## src/rtl/mls_row_scanner.sv

```systemverilog
module mls_row_scanner #(
  parameter int GROUPS  = 40,
  parameter int LO_GRP  = 2,
  parameter int HI_GRP  = 36
) (
  input  logic              clk,
  input  logic              rst_n,
  input  logic              line_clk,
  input  logic              frame_start,
  input  logic              casc_a_in,
  input  logic              casc_b_in,
  input  logic              dir_rev,
  input  logic              win_narrow,
  input  logic              half_mode,
  input  logic              follower,
  output logic [GROUPS-1:0] grp_sel,
  output logic              casc_a_out,
  output logic              casc_b_out
);
  localparam int IW = $clog2(GROUPS);

  logic [GROUPS-1:0] chain, shifted, in_win;
  logic              lclk_q, phase, casc_q;
  logic              fall, start_in, last_bit;
  logic [IW-1:0]     first_idx, last_idx;

  assign fall     = lclk_q & ~line_clk;
  assign start_in = follower ? (dir_rev ? casc_b_in : casc_a_in) : frame_start;

  assign first_idx = dir_rev ? (win_narrow ? IW'(HI_GRP) : IW'(GROUPS-1))
                             : (win_narrow ? IW'(LO_GRP) : IW'(0));
  assign last_idx  = dir_rev ? (win_narrow ? IW'(LO_GRP) : IW'(0))
                             : (win_narrow ? IW'(HI_GRP) : IW'(GROUPS-1));
  assign last_bit  = chain[last_idx];

  for (genvar i = 0; i < GROUPS; i++) begin : g_stage
    localparam bit INW = (i >= LO_GRP) && (i <= HI_GRP);
    logic from_lo, from_hi;
    if (i == 0) begin : g_lo_edge
      assign from_lo = 1'b0;
    end else begin : g_lo_mid
      assign from_lo = chain[i-1];
    end
    if (i == GROUPS-1) begin : g_hi_edge
      assign from_hi = 1'b0;
    end else begin : g_hi_mid
      assign from_hi = chain[i+1];
    end
    assign in_win[i]  = INW | ~win_narrow;
    assign shifted[i] = in_win[i] & (dir_rev ? from_hi : from_lo);
  end

  always_ff @(posedge clk or negedge rst_n) begin
    if (!rst_n) begin
      lclk_q <= 1'b0;
      chain  <= '0;
      phase  <= 1'b0;
      casc_q <= 1'b0;
    end else begin
      lclk_q <= line_clk;
      if (fall) begin
        if (start_in) begin
          chain  <= GROUPS'(1) << first_idx;
          casc_q <= last_bit;
          phase  <= half_mode;
        end else if (phase && half_mode) begin
          phase  <= 1'b0;
        end else begin
          chain  <= shifted;
          casc_q <= last_bit;
          phase  <= half_mode;
        end
      end
    end
  end

  assign grp_sel    = chain;
  assign casc_b_out = casc_q & ~dir_rev;
  assign casc_a_out = casc_q &  dir_rev;
endmodule

```

## config.mk

```make
export PLATFORM = sky130hd
export DESIGN_NAME = mls_row_scanner
export DESIGN_NICKNAME = d
export VERILOG_FILES = /design/src/rtl/mls_row_scanner.sv
export SDC_FILE = /design/constraint.sdc
export NUM_CORES = 1
export LEC_CHECK = 0
export ABC_AREA = 1
export BUFFER_PORTS_ARGS = -buffer_cell sky130_fd_sc_hd__buf_2
export CAP_MARGIN = 20
export CELL_PAD_IN_SITES_DETAIL_PLACEMENT = 1
export CELL_PAD_IN_SITES_GLOBAL_PLACEMENT = 1
export CORE_ASPECT_RATIO = 0.9
export CORE_MARGIN = 3
export CORE_UTILIZATION = 30
export CTS_CLUSTER_SIZE = 20
export DETAILED_ROUTE_END_ITERATION = 12
export PLACE_DENSITY_LB_ADDON = 0.25
export SETUP_SLACK_MARGIN = 0.5
export SYNTH_ARGS = -nofsm -noshare
export SYNTH_HDL_FRONTEND = slang
export SYNTH_SLANG_ARGS = --single-unit
```

## constraint.sdc

```tcl
create_clock -name clk -period 1.3 [get_ports clk]
set_clock_uncertainty 0.2 [all_clocks]
set_input_delay 0.26 -clock clk [delete_from_list [all_inputs] [get_ports clk]]
set_output_delay 0.26 -clock clk [all_outputs]
set_load 0.01 [all_outputs]
```

# --- Word level (Yosys, flattened, before mapping) ---
# Index checks and enable logic that the tools add are counted.
totals:
  register_bits: 43
  input_bits: 10
  output_inout_bits: 42
classes:
  n_lt_le_gt_ge: 1
  n_eq_ne: 1
  shift: 1
  muxes: 54
  bitwise: 11
  reduce_logical: 2
ops:
  columns: ["op", "n"]
  rows:
  - ["$mux 40", 2]
  - ["$mux 1", 47]
  - ["$shl 1x6->40 const A", 1]
  - ["$mux 6", 2]
  - ["$and 1x1->1", 8]
  - ["$lt 6x7->1 const B", 1]
  - ["$bmux 1 s6", 1]
  - ["$mux 2", 2]
  - ["$not 1->1", 3]
  - ["$ne 2x2->1 const B", 1]
  - ["$reduce_and 2->1", 1]
  - ["$logic_and 1x1->1", 1]

# --- Logic depth before layout (Yosys ltp) ---
logic_depth:
  word_depth: 6
  mapped_depth: 11
  ltp_nobuf: 10

# --- Worst setup path before layout ---
# No wires, ideal clock.
synth_path:
  path_type: "input to register"
  startpoint: "input dir_rev"
  endpoint: "register casc_q"
  setup_time_ns: 0.065
  arrival_time_ns: 1.445
  t_required_ns: 1.035
  setup_slack_ns: -0.410
  path_stages: 11
  n_path_buf: 1
  cell_sequence: "inv_2 > clkbuf_1 > ha_1 > inv_1 > nand2_1 > nand3_1 > nand2_1 > nand2_1 > nand2_1 > nand2_1 > nand2_1"
synth_via:
  elab_chain_cells: 5
  elab_cells_between_ends: 9
  classes_between: "eq/ne: 1; mux: 7; reduce/logical: 1"
synth_lines:
  columns: ["item", "line_no", "text"]
  rows:
  - ["start, declared", "12", "input logic dir_rev,"]
  - ["$mux 6", "32", "assign last_idx = dir_rev ? (win_narrow ? IW'(LO_GRP) : IW'(0))"]
  - ["$bmux 1 s6", "34", "assign last_bit = chain[last_idx];"]
  - ["$mux 1 (implied by the code)", "34", null]
  - ["$mux 1", "66", "end else if (phase && half_mode) begin"]
  - ["$mux 1", "62", "if (start_in) begin"]
  - ["end signal, assigned", "64", "casc_q <= last_bit;"]
  - ["end signal, assigned", "70", "casc_q <= last_bit;"]
  - ["end, declared", "23", "logic lclk_q, phase, casc_q;"]
# Parallel ways exist; a longest one is shown, timed or not. The select of a mux whose other input is x is not followed.
# A chain may end at the register's enable or synchronous reset.

# --- Worst setup path after layout ---
layout_path:
  startpoint: "register phase"
  endpoint: "register chain[13], in the netlist grp_sel[13]"
layout_via:
  elab_chain_cells: 3
layout_lines:
  columns: ["item", "line_no", "text"]
  rows:
  - ["start, declared", "23", null]
  - ["start signal, assigned", "65", "phase <= half_mode;"]
  - ["start signal, assigned", "71", "phase <= half_mode;"]
  - ["$logic_and 1x1->1", "66", null]
  - ["$ne 2x2->1 (no line)", null, null]
  - ["$reduce_and 2->1 (no line)", null, null]
  - ["end signal, assigned", "63", "chain <= GROUPS'(1) << first_idx;"]
  - ["end signal, assigned", "69", "chain <= shifted;"]
  - ["end, declared", "22", "logic [GROUPS-1:0] chain, shifted, in_win;"]
# Every way passes these cells.

==> key figures <==
Worst setup path
  • Critical Path AT: between 1 and 1.5 ns
  • Worst EP required: about 1.4 ns
  • End of the worst register-to-register path: grp_sel[13]$_DFFE_PN0P_
  • Setup crit start: phase$_DFFE_PN0P_
  • Worst path most repeated cell: nand2_1
  • Crit-path cells: nand2_1 -> inv_2 -> a21oi_4 -> buf_6 -> buf_12 -> buf_16 -> nand2_2 -> nand2_1
  • Slowest CP cell: dfrtp_1
  • Endpoint class of the critical path: register
  • Setup CP Type: register to register
  • R2R cell count: 8
  • Slowest Stage Delay on Critical Path: between 0.3 and 0.4 ns
  • Worst R2R Start: phase$_DFFE_PN0P_
  • Crit path max fanout: 5
  • Worst R2R Setup Slack: -0.14 ns
  • Type of origin of the critical path: register

Die
  • Die height: approximately 94 microns
  • Io pins: 52
  • Initial Utilization: between 30% and 40%
  • # rows: 31
  • Die area: between 9000 and 10000 sq um
  • Core area: 8220 sq um
  • Die width: around 100 microns

GRT
  • Grt met2 use: 35.0%
  • Largest net degree at the start of global routing: 44
  • Met1 usage: roughly a quarter
  • Overflow after GRT: 0
  • Gr busiest metal: met2
  • Initial antenna violation count: 0
  • First-pass GRT wire length: about 16000 microns
  • Grt met3 use: about 3.3%
  • Global Route Usage Sum: around 20%
  • Vias in the first global route: between 3000 and 4000

Finish
  • Nets: ~540
  • Fraction of layout instances using a drive strength above 1: 41.6%
  • Synthesis-to-layout area growth: 61.9%
  • Non-Filler Instances: between 600 and 700
  • Util after Layout: a little over 50%
  • Fillers: about 1000
  • Ant. Diodes: 0

Outcome
  • Failing checks: negative hold slack, negative setup slack
  • Outcome: finished with violations

STA
  • Worst setup margin: -0.142 ns
  • Hold WS: -0.297 ns
  • Worst Max-Slew Pin Slew: 0.275 ns
  • Final period util: 111%
  • Max_slew headroom: between 80% and 90%
  • Fin crit period: 1.44 ns
  • Fin. max-slew vios: 0
  • Max Clk Rate: between 600 and 700 MHz
  • # setup viols final: 66
  • RSZ-0062 raised after global routing: true
  • Final-report hold violation count: 44

Clocking
  • Worst-path clk slew: about 0.1 ns
  • CTS max path bufs: 2
  • H-tree Lvls: 2
  • Worst-skew pair later-pin latency: just over 0.3 ns
  • Clock root buffer: clkbuf_8
  • CTS Buf Count: 5
  • Clk sinks: 43
  • CTS tree: built

Detailed routing
  • 1st-pass router iterations: 4
  • Total wire length: around 10000 microns
  • Routed len/inst: approximately 16 microns
  • ANT nets after route: 0
  • Via count: 3077
  • DR iter-0 viols: between 90 and 100
  • Residual DRC count: 0
  • Via/cell ratio: 4.79

Placed design
  • DP Cell Count: roughly 570
  • Port-buffer cells: 51
  • Dpl hpwl: 5680 microns
  • GP Congestion: approximately 0.85

Pwr
  • PwrDens: 778 nW/um^2
  • VDD IR max: roughly 480 uV
  • Static leakage: 2.37 nW

Worst hold path
  • Class of the worst hold path: input pin to asynchronous set/reset pin

Yosys
  • Sequential fraction of the synthesis area: about two fifths
  • Post-Syn Area: about 2600 sq um
  • Netlist cell types: 16
  • Mapped Cells: 405
  • Syn avg cell area: approximately 6.4 sq um
  • YS warnings: 0
  • Post-Syn Nets: ~420
  • Seq cells post-synth: 43

Run
  • Maxcap violations: 0
-- metal layers --
layer / vias up / wire length (microns)
li1: 1471 / -
met1: 1522 / 4740
met2: 68 / 5210
met3: 16 / 362
met4: 0 / 187
met5: - / 0
-- cell families (layout without fill, tap and decap cells) --
| group | Yosys count | count (layout) | share of synthesized area [%] |
|---|---|---|---|
| buf+inv | 43 | 165 | 7.36 |
| simple gates | 275 | 275 | 40.3 |
| fa+ha+maj | 8 | 8 | 3.85 |
| compound gates | 36 | 36 | 7.07 |
| flops | 43 | 43 | 41.4 |
-- power breakdown --
part           switching, mW  leakage [nW]  total, mW  internal, mW
registers             0.0450         0.589       1.44          1.39
clock network          0.535        0.0412      0.913         0.378
logic                  0.518          1.74      0.924         0.406
total                   1.10          2.37       3.27          2.18
-- placed cells by master (no fill, tap or decap), drive strengths merged, types with 3 or more instances in the layout --
| cell type | n |
|---|---|
| nand2 | 259 |
| buf | 132 |
| dfrtp | 43 |
| a21oi | 29 |
| inv | 22 |
| clkbuf | 9 |
| ha | 8 |
| o21ai | 7 |
| nor2 | 6 |
| nand3 | 6 |
| nor3 | 3 |
-- cells in the mapped netlist (all sizes together) --
cell,count,area [sq um]
nand2,259,975
dfrtp,43,1080
a21oi,29,149
inv,22,82.6
buf,14,82.6
ha,8,100
clkbuf,7,26.3
o21ai,7,35.0
nand3,6,30.0
nor2,6,22.5
nor3,3,15.0
or2,1,6.26
-- cell type report --
type,count,area [sq um],share of cell area [%]
multi-input cells,319,1630,38.7
repair buffers,135,1180,27.9
flip-flops and latches,43,1080,25.6
well taps,115,144,3.42
inverters,22,95.1,2.26
clock buffers,6,72.6,1.72
clock inverters,2,12.5,0.297
-- repair_timing --
item	CTS	global route
setup buffers	43	10
pin swaps	2	17
hold endpoints to repair	44	44
gates resized for setup	20	84
setup endpoints to repair	84	84
gates cloned	4	4
-- critical path: cells and delay by family (launching register included) --
family                 cells  cell delay, ns
and+or+nand+nor            3            0.17
buffers and inverters      4            0.45
DFF                        1            0.38
AOI/OAI and AO/OA          1            0.18
-- registers in the layout, summed over array words and instances, names as in the netlist --
name	cells
grp_sel	40
lclk_q	1
casc_q	1
phase	1
-- metrics by stage --
step                TNS [ns]  instance area [sq um]  total power, mW  setup slack, ns
floorplan            -0.0201                   2760             1.84          -0.0201
global placement       -9.67                   3200             2.08           -0.243
detailed placement    -10.93                   3200             2.09           -0.284
CTS                    -4.18                   3760             3.14           -0.113
global route           -8.36                   4210             3.44           -0.221
finish                 -4.69                   4210             3.27           -0.142
-- how the worst max path moves through the flow --
stage | endpoint | cells past startpoint
after floorplan | casc_q$_DFFE_PN0P_ | 10
after global placement | grp_sel[36]$_DFFE_PN0P_ | 8
after detailed placement | grp_sel[16]$_DFFE_PN0P_ | 8
after CTS | grp_sel[36]$_DFFE_PN0P_ | 9
after global routing | casc_q$_DFFE_PN0P_ | 9
final | grp_sel[13]$_DFFE_PN0P_ | 8
No activity file was read; power rests on OpenSTA's default activity.
